**src/rtl/can_warn_pkg.sv**
```systemverilog
package can_warn_pkg;
  // Channel indices for the two warning paths
  localparam int RX_CH = 0;
  localparam int TX_CH = 1;
  localparam int N_CH  = 2;

  // Bit positions in the status word (software decodes these)
  localparam int SYNC_BIT    = 18;
  localparam int TX_WARN_BIT = 17;
  localparam int RX_WARN_BIT = 16;
  localparam int BIT1_BIT    = 15;

  // Strobes from control to datapath
  typedef struct packed {
    logic [N_CH-1:0] setWarn;
    logic [N_CH-1:0] clrWarn;
    logic            setBit1;
    logic            clrBit1;
    logic            hold;
  } warnStrobe_t;
endpackage

```
**src/rtl/can_warn_ctrl.sv**
```systemverilog
module can_warn_ctrl
  import can_warn_pkg::*;
#(
  parameter int CNT_W      = 8,
  parameter int WARN_LIMIT = 96,
  parameter int DATA_W     = 32
) (
  input  logic              clk,
  input  logic              rst,
  input  logic [CNT_W-1:0]  txErrCnt,
  input  logic [CNT_W-1:0]  rxErrCnt,
  input  logic              busOff,
  input  logic              freezeMode,
  input  logic              bit1ErrPulse,
  input  logic              wrEn,
  input  logic [DATA_W/8-1:0] wrByteEn,
  input  logic [DATA_W-1:0] wrData,
  output warnStrobe_t       stb
);
  localparam logic [CNT_W-1:0] LIMIT_V = CNT_W'(WARN_LIMIT);
  localparam int TX_LANE = TX_WARN_BIT / 8;
  localparam int RX_LANE = RX_WARN_BIT / 8;
  localparam int B1_LANE = BIT1_BIT / 8;

  logic [N_CH-1:0][CNT_W-1:0] errCnt;
  logic [N_CH-1:0] warnNow;
  logic [N_CH-1:0] warnPrev;
  logic [N_CH-1:0] blockSet;
  logic [N_CH-1:0] warnRise;
  logic [N_CH-1:0] clrHit;
  logic unusedWr;

  assign errCnt[RX_CH] = rxErrCnt;
  assign errCnt[TX_CH] = txErrCnt;

  // Bus-off only suppresses the transmit path
  assign blockSet[RX_CH] = 1'b0;
  assign blockSet[TX_CH] = busOff;

  // Write-1-to-clear decode per lane
  assign clrHit[TX_CH] = wrEn && wrByteEn[TX_LANE] && wrData[TX_WARN_BIT];
  assign clrHit[RX_CH] = wrEn && wrByteEn[RX_LANE] && wrData[RX_WARN_BIT];

  always_comb begin
    for (int ch = 0; ch < N_CH; ch++) begin
      warnNow[ch]  = (errCnt[ch] >= LIMIT_V);
      warnRise[ch] = warnNow[ch] && !warnPrev[ch];
    end
  end

  // Previous level keeps tracking through freeze and bus-off,
  // so an edge hidden by either is consumed, not deferred.
  always_ff @(posedge clk) begin
    if (rst) warnPrev <= '0;
    else     warnPrev <= warnNow;
  end

  always_comb begin
    stb         = '0;
    stb.hold    = freezeMode;
    stb.setWarn = warnRise & ~blockSet & {N_CH{!freezeMode}};
    stb.clrWarn = clrHit;
    stb.setBit1 = bit1ErrPulse;
    stb.clrBit1 = wrEn && wrByteEn[B1_LANE] && wrData[BIT1_BIT];
  end

  assign unusedWr = ^{wrData, wrByteEn};
endmodule

```
**src/rtl/can_warn_dp.sv**
```systemverilog
module can_warn_dp
  import can_warn_pkg::*;
#(
  parameter int DATA_W = 32
) (
  input  logic              clk,
  input  logic              rst,
  input  warnStrobe_t       stb,
  input  logic              syncOk,
  input  logic              warnEn,
  input  logic              txWarnMask,
  input  logic              rxWarnMask,
  output logic [N_CH-1:0]   warnFlag,
  output logic [DATA_W-1:0] rdData,
  output logic              txWarnIrq,
  output logic              rxWarnIrq
);
  logic bit1Flag;
  logic [N_CH-1:0] warnVis;

  // Sticky warning flags: set beats clear, hold freezes both
  always_ff @(posedge clk) begin
    if (rst) begin
      warnFlag <= '0;
    end else if (!stb.hold) begin
      for (int ch = 0; ch < N_CH; ch++) begin
        if (stb.setWarn[ch])      warnFlag[ch] <= 1'b1;
        else if (stb.clrWarn[ch]) warnFlag[ch] <= 1'b0;
      end
    end
  end

  always_ff @(posedge clk) begin
    if (rst)              bit1Flag <= 1'b0;
    else if (stb.setBit1) bit1Flag <= 1'b1;
    else if (stb.clrBit1) bit1Flag <= 1'b0;
  end

  assign warnVis = warnFlag & {N_CH{warnEn}};

  always_comb begin
    rdData              = '0;
    rdData[SYNC_BIT]    = syncOk;
    rdData[TX_WARN_BIT] = warnVis[TX_CH];
    rdData[RX_WARN_BIT] = warnVis[RX_CH];
    rdData[BIT1_BIT]    = bit1Flag;
  end

  assign txWarnIrq = warnVis[TX_CH] && txWarnMask;
  assign rxWarnIrq = warnVis[RX_CH] && rxWarnMask;
endmodule

```
**src/rtl/can_warn_stat.sv**
```systemverilog
module can_warn_stat
  import can_warn_pkg::*;
#(
  parameter int CNT_W      = 8,
  parameter int WARN_LIMIT = 96
) (
  input  logic             clk,
  input  logic             rst,
  input  logic [CNT_W-1:0] txErrCnt,
  input  logic [CNT_W-1:0] rxErrCnt,
  input  logic             busOff,
  input  logic             freezeMode,
  input  logic             syncOk,
  input  logic             warnEn,
  input  logic             txWarnMask,
  input  logic             rxWarnMask,
  input  logic             bit1ErrPulse,
  input  logic             wrEn,
  input  logic [3:0]       wrByteEn,
  input  logic [31:0]      wrData,
  output logic [31:0]      rdData,
  output logic             txWarnIrq,
  output logic             rxWarnIrq
);
  warnStrobe_t stb;
  logic [N_CH-1:0] warnFlagQ;

  can_warn_ctrl #(
    .CNT_W(CNT_W), .WARN_LIMIT(WARN_LIMIT), .DATA_W(32)
  ) u_ctrl (
    .clk(clk), .rst(rst),
    .txErrCnt(txErrCnt), .rxErrCnt(rxErrCnt),
    .busOff(busOff), .freezeMode(freezeMode),
    .bit1ErrPulse(bit1ErrPulse),
    .wrEn(wrEn), .wrByteEn(wrByteEn), .wrData(wrData),
    .stb(stb)
  );

  can_warn_dp #(.DATA_W(32)) u_dp (
    .clk(clk), .rst(rst), .stb(stb),
    .syncOk(syncOk), .warnEn(warnEn),
    .txWarnMask(txWarnMask), .rxWarnMask(rxWarnMask),
    .warnFlag(warnFlagQ), .rdData(rdData),
    .txWarnIrq(txWarnIrq), .rxWarnIrq(rxWarnIrq)
  );
endmodule

```
**config.mk**
```make
export PLATFORM = sky130hd
export DESIGN_NAME = can_warn_stat
export DESIGN_NICKNAME = d
export VERILOG_FILES = /design/src/rtl/can_warn_pkg.sv /design/src/rtl/can_warn_ctrl.sv /design/src/rtl/can_warn_dp.sv /design/src/rtl/can_warn_stat.sv
export SDC_FILE = /design/constraint.sdc
export NUM_CORES = 1
export LEC_CHECK = 0
export BUFFER_PORTS_ARGS = -buffer_cell sky130_fd_sc_hd__buf_4
export CAP_MARGIN = 30
export CORE_MARGIN = 5
export CORE_UTILIZATION = 26
export CTS_BUF_LIST = sky130_fd_sc_hd__clkbuf_8
export DETAILED_ROUTE_END_ITERATION = 8
export GPL_TIMING_DRIVEN = 0
export PLACE_DENSITY = 0.86
export SETUP_SLACK_MARGIN = 0.3
export SYNTH_ARGS = -nofsm -noshare
export SYNTH_HDL_FRONTEND = slang
export SYNTH_SLANG_ARGS = --single-unit
```
**constraint.sdc**
```tcl
create_clock -name clk -period 1.9 [get_ports clk]
set_input_delay 0.57 -clock clk [delete_from_list [all_inputs] [get_ports clk]]
set_output_delay 0.57 -clock clk [all_outputs]
set_load 0.01 [all_outputs]
```
Yosys cells after proc, flatten, opt, wreduce, memory -nomap -nowiden

Index checks and enable logic that the tools add are counted.

Add/subtract/negate cells: 0
$mul: 0
Div/mod/pow operators: 0
Order comparisons: 2
Equal/unequal tests: 0
Shifts and indexed selects: 0
Multiplexer cells: 6
Bitwise logic cells: 5
Reduce and logical (&&, ||, !) cells: 17

Operators with widths:

| operator           | number |
|---|---|
| $ge 8x7->1 const B | 2 |
| $logic_and 1x1->1  | 9 |
| $and 2x2->2        | 3 |
| $mux 1             | 6 |
| $reduce_bool 2->1  | 3 |
| $reduce_and 2->1   | 2 |
| $logic_not 1->1    | 3 |
| $not 2->2          | 1 |
| $not 1->1          | 1 |

Bits in registers: 5
Bits in latches: 0
RAM bits: 0
ROM bits: 0
Input port bits: 62
Output and inout bits: 34
Logic and storage cells: 34
Memories: 0

Logic depth before layout (Yosys ltp)

Gate-level depths: netlist (run 1).

Depth in word-level cells: 6
Depth in mapped cells: 2
Gate-level depth less buffers: 2

Cells and area by module

Synthesis (run 1) repeated with hierarchy kept, for this count alone.

Cells, all modules: 62
Area total of the unflattened synthesis: 488.0 um^2

Modules (own cells, without submodules):

| module        | instances | cells an instance | area an instance (um^2) | seq. area each (um^2) |
|---|---|---|---|---|
| can_warn_dp   | 1         | 49                | 379.1                   | 60.1 |
| can_warn_ctrl | 1         | 13                | 108.9                   | 40.0 |

Worst setup path after synthesis (run 1)

OpenSTA, ideal clock, no wires.

Kind: input -> output
Start: input port rxWarnMask
End: output port rxWarnIrq
Arrival: 0.760 ns
Required time: 1.330 ns
Setup slack: 0.570 ns
Cell stages on the path: 1
Path buffers: 0
Cells stage by stage: and3_1

Cells in the longest elaborated chain, start to end: 1

Ends and longest elaborated chain:

| item               | line                | RTL |
|---|---|---|
| start: declaration | can_warn_stat.sv:16 | `input logic rxWarnMask,` |
| $logic_and 1x1->1  | can_warn_dp.sv:50   | `assign rxWarnIrq = warnVis[RX_CH] && rxWarnMask;` |
| end: declaration   | can_warn_stat.sv:23 | `output logic rxWarnIrq` |

Every way passes these cells.

Worst setup path in the final report (run 1)

Start: input port txWarnMask
End: output port txWarnIrq

Cells in the longest elaborated chain, start to end: 1

Ends and longest elaborated chain:

| item               | line                | RTL |
|---|---|---|
| start: declaration | can_warn_stat.sv:15 | `input logic txWarnMask,` |
| $logic_and 1x1->1  | can_warn_dp.sv:49   | `assign txWarnIrq = warnVis[TX_CH] && txWarnMask;` |
| end: declaration   | can_warn_stat.sv:22 | `output logic txWarnIrq,` |

Every way passes these cells.

==> results of run 1 <==
==> worst max-delay path: stages <==
cell    delay (ns)
buf_4         0.10
and3_1        0.16
buf_4         0.14
==> state kept, by name, indices dropped and copies added, names as in the netlist <==
register	count
u_ctrl.warnPrev	2
u_dp.warnFlag	2
u_dp.bit1Flag	1
==> report_power, final <==
part           total, mW  internal [mW]  switching [mW]  leakage, nW
combinational      0.134         0.0810          0.0530        0.436
clock              0.186          0.138          0.0483       0.0269
sequential         0.117          0.113         0.00365       0.0416
total              0.437          0.333           0.105        0.504
==> cell usage after synthesis, drive strengths merged <==
cell	count
buf	30
dfxtp	5
and4b	3
nor2	3
a21oi	2
and2	2
and3	2
conb	1
inv	1
nand2b	1
nor3	1
o22ai	1
o32ai	1
or3	1
or4	1
==> stage by stage <==
step / power (mW) / area, um2 / instances / utilization (%) / worst slack [ns]
4_1_cts: 0.4407 / 827.0 / 136 / 48.42 / 0.3505
6_report: 0.4375 / 827.0 / 136 / 48.42 / 0.3542
3_5_place_dp: 0.2506 / 782.0 / 132 / 45.79 / 0.3507
3_3_place_gp: 0.2482 / 782.0 / 132 / 45.79 / 0.3573
2_1_floorplan: 0.2058 / 563.0 / 82 / - / 0.5698
5_1_grt: 0.4669 / 827.0 / 136 / 48.42 / 0.3214
==> how the worst max path moves through the flow <==
stage / slack [ns] / startpoint / cells after the start / end
final: 0.35 / txWarnMask / 3 / txWarnIrq
after global routing: 0.32 / txWarnMask / 3 / txWarnIrq
after CTS: 0.35 / txWarnMask / 3 / txWarnIrq
after detailed placement: 0.35 / txWarnMask / 3 / txWarnIrq
after global placement: 0.36 / txWarnMask / 3 / txWarnIrq
after floorplan: 0.57 / rxWarnMask / 1 / rxWarnIrq
==> cells in the final DEF (no fill, tap or decap), types with 2 or more instances in the layout <==
cell,Yosys,final
dfxtp_1,5,5
inv_1,1,2
and4b_1,3,3
clkbuf_8,0,3
conb_1,1,28
nor2_1,3,3
and3_1,2,2
and2_1,2,2
a21oi_1,2,2
buf_4,30,55
==> layer usage <==
metal	share of wire, %	routed length, um
met4	0.72	8
met5	0	0
met2	54	592
met1	32	354
met3	14	151
==> logic make-up (layout without fill, tap and decap cells) <==
kind of cell	Yosys count	count (layout)	synth area share (%)
compound gates	4	4	6.775
simple gates	14	14	21.14
flops	5	5	21.68
buf+inv	31	60	49.59
other cells	1	28	0.8122
==> cell type report <==
| class | instances | area share [%] |
|---|---|---|
| Multi-Input combinational cell | 46 | 28.29 |
| Buffer | 30 | 27.23 |
| Timing Repair Buffer | 25 | 22.69 |
| Sequential cell | 5 | 12.10 |
| Clock buffer | 3 | 4.992 |
| Tap cell | 25 | 3.782 |
| Clock inverter | 1 | 0.4539 |
| Inverter | 1 | 0.4539 |
==> summary.md, run 1 <==
| Metric | Value |
|---|---|
| Run status | complete, no violations |
| Standard-cell rows | 15 |
| RSZ-0062 raised after global routing | no |
| Post-CTS Resized | 0 |
| R2r setup slk | 0.93 ns |
| Area share of the largest cell type after synthesis | between 40% and 50% |
| Final #Nets | 174 |
| Synth cell types | 15 |
| Critical Path Fanout Max | 1 |
| DRT iter0 DRCs | 6 |
| Initial Utilization | 27.03% |
| Setup Buffers After CTS | 0 |
| Max-cap violations | 0 |
| R2r worst-path depth | 2 |
| Worst Skew | 0.001909 ns |
| GR peak layer | met2 |
| Synth Warn # | 0 |
| Worst hold path type | reg2reg |
| Vias in the first global route | 444 |
| Met1 Use GR | 7.534% |
| Reg2reg start | u_ctrl.warnPrev[1] |
| CTS Buffer Depth | 2 |
| Share of cells above drive strength 1 | between 50% and 60% |
| Clock root cell | clkbuf_8 |
| P&R area growth vs syn | 79.13% |
| Drt pass-1 iters | 2 |
| Horiz. Die Dim | 52.14 um |
| R2r endpoint | u_dp.warnFlag[1] |
| Pin count of the biggest net entering global routing | 8 |
| Achievable frequency | 646.9 MHz |
| P_leak | 0.5042 nW |
| CTS tree | yes |
| Syn_area_per_cell | around 8.4 um2 |
| Final hold violations | 0 |
| Setup_tns | 0 ns |
| First-pass GRT wire length | 1.649 mm |
| Ratio of total power to cell area | 528.9 mW/mm2 |
| Initial antenna violation count | 0 |
| Hold Slack | 0.4931 ns |
| Global routing usage on met3 | 2.292% |
| Post-synthesis sequential area ratio | between 20 and 25% |
| Overall Global Routing Usage | ~8.5% |
| PortBufs | 25 |
| ANT cells | 0 |
| # DRC | 0 |
| Final setup fails | 0 |
| Worst Path Required | 1.33 ns |
| M2 GR Usage | between 10% and 20% |
| H-tree lvl count | 1 |
| Die ar. | around 0.0027 mm2 |
| Startpoint Class | input pin |
| Later-pin clock latency in the skew report | 0.22 ns |
| Crit Path Category | in2out |
| Synthesized flop and latch total | 5 |
| Hold_buf cts | 0 |
| Min cycle time layout | 1.546 ns |
| Vias | about 450 |
| Clk sinks | 5 |
| Die Height | 52.14 um |
| Area contributors post-synth | buf_4 49%, dfxtp_1 22%, and4b_1 6.5% |
| Multi-input logic area | roughly 230 um2 |
| Arrival time of the worst setup path | ~1 ns |
| Drt total wl | 1.106 mm |
| Placer congestion estimate | 0.6672 |
| Filler cells | 169 |
| Count of pins over their slew limit | 0 |
| Worst hold path depth | 2 |
| Worst VDD drop | 426.6 uV |
| Sequential cell area | 100.1 um2 |
| CTS Buf Count | 3 |
| Vias per cell | ~3.3 |
| Cells after synthesis | 55 |
| Worst hold endpoint | u_dp.warnFlag[0] |
| Mapped Area | approximately 460 um2 |
| Num ports | 96 |
| Final Cycle Share | 81.36% |
| Area leader, netlist | buf_4 |
| HP Start | u_dp.warnFlag[0] |
| WL per Instance | just over 8 um |
| Remaining Overflow, GRT | 0 |
| Setup crit end kind | output port |
| Post-detailed-route count of antenna-violating nets | 0 |
| Clk slew on worst S/H paths | 0.03 ns |
| Total core area | 0.001708 mm2 |
Power figures use the tool's default switching activity.
==> run 2: changes to the inputs <==
CORE_UTILIZATION = 25   (was 26)
PLACE_DENSITY = 0.83   (was 0.86)
clock period = 1.45 ns   (was 1.9 ns; I/O delays follow)
==> run 2 against run 1 <==
Setup slack worse by 0.16 ns. Combinational power is 43% higher. Largest power group unchanged. Register-to-register slack worse by 0.46 ns. Count of clock-buffer cells in the layout stayed put. Clock power is 31% higher. Final cell count is 1.5% higher. Design area is 6.8% higher. Global-route usage is 0.30 points higher. Sequential share of layout area is 0.35 points lower. Core utilization is 2.2 points higher.
==> summary.md, run 2 (same netlist as run 1, synthesis figures left out) <==
| Metric | Value |
|---|---|
| Run status | complete, no violations |
| Cell internal pwr | 0.4487 mW |
| Remaining Overflow, GRT | 0 |
| Drt pass-1 iters | 2 |
| Vias in the first global route | 413 |
| Horiz. Die Dim | 52.98 um |
| Vias | 452 |
| Power share of the clock group | 41.4% |
| Num ports | 96 |
| Min cycle time layout | between 1 and 1.5 ns |
| Max-cap violations | 0 |
| Arrival time of the worst setup path | 0.83 ns |
| H-tree lvl count | 1 |
| Switching pwr | between 0.1 and 0.15 mW |
| Later-pin clock latency in the skew report | 0.22 ns |
| Reg power frac | 26.4% |
| Standard-cell rows | 15 |
| First-pass GRT wire length | between 1.5 and 2 mm |
| Drt total wl | 1.166 mm |
| Overall Global Routing Usage | between 8 and 9% |
| Crit Path Category | in2out |
| PortBufs | 25 |
| Clock root cell | clkbuf_8 |
| WL per Instance | 8.449 um |
| Post-detailed-route count of antenna-violating nets | 0 |
| Placer congestion estimate | 0.5998 |
| CTS Buffer Depth | 2 |
| Die ar. | 0.002806 mm2 |
| Ratio of total power to cell area | 668.9 mW/mm2 |
| DRT iter0 DRCs | 1 |
| Clk sinks | 5 |
| Pin count of the biggest net entering global routing | 8 |
| Filler cells | 174 |
| Largest regs | u_ctrl.warnPrev: 2 flops, u_dp.warnFlag: 2 flops, u_dp.bit1Flag: 1 flops |
| Final setup fails | 0 |
| Commonest cells after routing, fill and taps aside | 51 x buf_4, 28 x conb_1, 6 x buf_6 |
| Combinational share of power | between 30% and 40% |
| Sw Share | around 24% |
| Worst VDD drop | 476.6 uV |
| Startpoint Class | input pin |
| Worst Path Required | between 1 and 1.5 ns |
| Initial antenna violation count | 0 |
| Count of pins over their slew limit | 0 |
| Setup_tns | 0 ns |
| Initial Utilization | 26.45% |
| Final Cycle Share | 86.94% |
| P_leak | 0.5202 nW |
| Total core area | about 0.0017 mm2 |
| CTS tree | yes |
| Critical Path Fanout Max | 4 |
| # DRC | 0 |
| Worst Skew | 0.00007142 ns |
| Most common cell after layout, fill and taps aside | buf_4 |
| ANT cells | 0 |
| Sequential cell area | roughly 100 um2 |
| Final hold violations | 0 |
| Die Height | 52.98 um |
| Final #Nets | 176 |
| Vias per cell | 3.275 |
| Fin util | 50.61% |
| Hold Slack | about 0.43 ns |
| P&R area growth vs syn | 91.33% |
| Achievable frequency | 793.2 MHz |
| Setup crit end kind | output port |
| Share of cells above drive strength 1 | 61.95% |
| CTS Buf Count | 3 |
| RSZ-0062 raised after global routing | yes |
| Multi-input logic area | 249.0 um2 |
| Worst hold path type | in2reg |
| Clk slew on worst S/H paths | around 0.03 ns |
[run 2: power groups by stage]
stage | Sequential [mW] | Combinational, mW | Clock (mW)
after floorplan | 0.154 | 0.116 | 0
after global placement | 0.155 | 0.170 | 0
after detailed placement | 0.156 | 0.172 | 0
after CTS | 0.156 | 0.184 | 0.253
after global routing | 0.157 | 0.209 | 0.274
final | 0.156 | 0.191 | 0.244
[run 2: per-stage QoR]
step	area [um2]	instances	worst slack, ns	total power, mW
2_1_floorplan	563.0	82	0.3697	0.2697
3_3_place_gp	782.0	132	0.1791	0.3256
3_5_place_dp	782.0	132	0.1718	0.3286
4_1_cts	873.3	137	0.1857	0.5926
5_1_grt	883.3	138	0.1550	0.6405
6_report	883.3	138	0.1893	0.5909
[run 2: final cells by class]
cell class | count | area share (%)
Clock buffer | 3 | 4.674
Multi-Input combinational cell | 46 | 28.19
Timing Repair Buffer | 27 | 25.07
Inverter | 1 | 0.4249
Buffer | 30 | 25.92
Sequential cell | 5 | 11.76
Tap cell | 25 | 3.541
Clock inverter | 1 | 0.4249
[run 2: critical path, stage by stage]
cell and delay [ns]:
buf_4 0.12, and3_4 0.16, buf_6 0.11
[run 2: repair_timing]
item                                   4_1_cts  5_1_grt
buffers inserted                             1        1
gates cloned                                 0        0
setup endpoints to repair                    5        5
hold buffers                                 0        0
pin swaps                                    1        2
resized for setup                           12        1
endpoints found under the hold margin        0        0
[run 2: layer usage]
| layer | wire length (um) | vias to the layer above | GRT usage (%) |
|---|---|---|---|
| li1 | - | 240 | - |
| met1 | 392 | 176 | 6.891 |
| met2 | 608 | 36 | 16.53 |
| met3 | 165 | 0 | 4.789 |
| met4 | 0 | 0 | 5.106 |
| met5 | 0 | - | 0 |
[run 2: final timing paths]
kind / start / endpoint / slack [ns] / cells past startpoint
setup / recovery: warnEn / rxWarnIrq / 0.19 / 3
hold / removal: rst / u_ctrl.warnPrev[1] / 0.43 / 2
setup reg to reg: u_ctrl.warnPrev[1] / u_dp.warnFlag[1] / 0.47 / 2
hold reg to reg: u_dp.warnFlag[0] / u_dp.warnFlag[0] / 0.48 / 2
==> run 3: changes to the inputs <==
BUFFER_PORTS_ARGS = unset   (was -buffer_cell sky130_fd_sc_hd__buf_4)
CORE_UTILIZATION = 34   (was 25)
DONT_BUFFER_PORTS = 1   (was unset)
PLACE_DENSITY = unset   (was 0.83)
==> run 3 against run 2 <==
Via count decreased by 19%. Die area decreased by 22%. Combinational power decreased by 31%. Non-clock buffer count decreased by 25. Setup slack improved by 0.10 ns. Flip-flop and latch count unchanged. Maximum frequency increased by 8.7%. Total power decreased by 10%. Final cell count decreased by 25%. Clock power about the same.
==> summary.md, run 3 (same netlist as run 1, synthesis figures left out) <==
| Metric | Value |
|---|---|
| Drt total wl | roughly 870 um |
| Critical Path Fanout Max | 3 |
| Remaining Overflow, GRT | 0 |
| First-pass GRT wire length | 1.131 mm |
| DRT iter0 DRCs | 2 |
| Hold_buf cts | 0 |
| PortBufs | 0 |
| Final setup fails | 0 |
| P_leak | 0.3906 nW |
| Clk slew on worst S/H paths | 0.04 ns |
| Min cycle time layout | 1.159 ns |
| Post-route design area | approximately 660 um2 |
| Worst path max stage delay | 0.33 ns |
| Count of pins over their slew limit | 0 |
| Setup crit end kind | output port |
| Worst path buffer plus inverter count | 0 |
| Post-detailed-route count of antenna-violating nets | 0 |
| Overall Global Routing Usage | 7.287% |
| Pin count of the biggest net entering global routing | 8 |
| Startpoint Class | flop |
| Num ports | 96 |
| Crit Path Category | reg2out |
| Worst setup endpoint | rxWarnIrq |
| CTS Buf Count | 3 |
| # DRC | 0 |
| Standard-cell rows | 13 |
| Crit path depth | 1 |
| Most common cell after layout, fill and taps aside | buf_4 |
| Worst Skew | 0.00001356 ns |
| WL per Instance | about 8.5 um |
| Ratio of total power to cell area | 805.2 mW/mm2 |
| Largest regs | u_ctrl.warnPrev: 2 flops, u_dp.warnFlag: 2 flops, u_dp.bit1Flag: 1 flops |
| Vias | 364 |
| Worst Path Required | between 1 and 1.5 ns |
| Initial antenna violation count | 0 |
| Final #Nets | 151 |
| H-tree lvl count | 1 |
| CTS Buffer Depth | 2 |
| Drt pass-1 iters | 4 |
| Later-pin clock latency in the skew report | 0.21 ns |
| Fin util | around half |
| Crit-path slowest cell | dfxtp_2 |
| Total core area | 0.001285 mm2 |
| CP Launch Point | u_dp.warnFlag[0] |
| RSZ-0062 raised after global routing | yes |
| Max-cap violations | 0 |
| Achievable frequency | 862.6 MHz |
| Crit-path cells | and3_4 |
| R2r endpoint | u_dp.warnFlag[1] |
| Filler cells | 140 |
| Clk sinks | 5 |
| Placed cell area | 581.8 um2 |
| CTS tree | yes |
| Worst hold path type | in2reg |
| Arrival time of the worst setup path | 0.72 ns |
| Commonest cells after routing, fill and taps aside | 32 x buf_4, 28 x conb_1 |
| Clock root cell | clkbuf_8 |
| Die ar. | 0.002195 mm2 |
| P&R area growth vs syn | 42.28% |
| R2r worst-path depth | 2 |
| Run status | complete, no violations |
| Vias in the first global route | 293 |
| Initial Utilization | a little over a third |
| Reg2reg start | u_ctrl.warnPrev[1] |
| Setup_tns | 0 ns |
| Final hold violations | 0 |
| Vias per cell | about 3.5 |
| Cell family with most CP delay | flip-flops |
| R2r setup slk | 0.47 ns |
| Final Cycle Share | 79.95% |
| Share of cells above drive strength 1 | 48.86% |
| Die Height | around 47 um |
| Placer congestion estimate | 0.6452 |
| Horiz. Die Dim | 46.85 um |
| ANT cells | 0 |
| Worst VDD drop | 465.9 uV |
## run 3: changes by cell type in the layout (fill, tap and decap cells not counted), sizes merged
cell	delta
buf	-25
## run 3: worst min path at each step
stage,from,endpoint,slack (ns),cells after the start
global route,rst,u_ctrl.warnPrev[1],0.28,1
detailed placement,u_dp.bit1Flag,u_dp.bit1Flag,0.49,2
floorplan,u_dp.warnFlag[0],u_dp.warnFlag[0],0.46,2
finish,rst,u_ctrl.warnPrev[1],0.29,1
CTS,rst,u_ctrl.warnPrev[1],0.29,1
global placement,u_ctrl.warnPrev[0],u_dp.warnFlag[0],0.48,2
## run 3: what timing repair did
| item | 4_1_cts | 5_1_grt |
|---|---|---|
| gates resized for setup | 4 | 1 |
| pin swaps | 1 | 1 |
| hold endpoints to repair | 0 | 0 |
| buffers inserted | 2 | 0 |
| setup endpoints to repair | 4 | 4 |
## run 3: area by class of cell
class                           count  area, um2  area share [%]
Clock buffer                        3      41.29           6.286
Clock inverter                      1      3.754          0.5714
Multi-Input combinational cell     46      246.5           37.52
Timing Repair Buffer                2      15.01           2.286
Inverter                            1      3.754          0.5714
Sequential cell                     5      102.6           15.62
Tap cell                           15      18.77           2.857
Buffer                             30      225.2           34.29
## run 3: where the power goes
group | leakage [nW] | total, mW | internal [mW] | switching [mW]
clock network | 0.0269 | 0.244 | 0.181 | 0.0632
registers | 0.0423 | 0.154 | 0.149 | 0.00446
logic | 0.321 | 0.131 | 0.0731 | 0.0578
total | 0.391 | 0.529 | 0.403 | 0.125
## run 3: metrics by stage
| stage | hold slack [ns] | std cells | power, mW | setup WS [ns] |
|---|---|---|---|---|
| after floorplan | 0.4558 | 82 | 0.2697 | 0.3697 |
| after global placement | 0.4783 | 97 | 0.2731 | 0.3637 |
| after detailed placement | 0.4920 | 97 | 0.2739 | 0.3522 |
| after CTS | 0.2876 | 103 | 0.5250 | 0.2833 |
| after global routing | 0.2836 | 103 | 0.5568 | 0.2642 |
| final | 0.2876 | 103 | 0.5289 | 0.2907 |
## run 3: metal layers
metal,global-route usage (%),share of wire [%]
met1,9.339,32
met3,3.065,21
met5,0,0
met4,4.972,0.69
met2,9.756,46
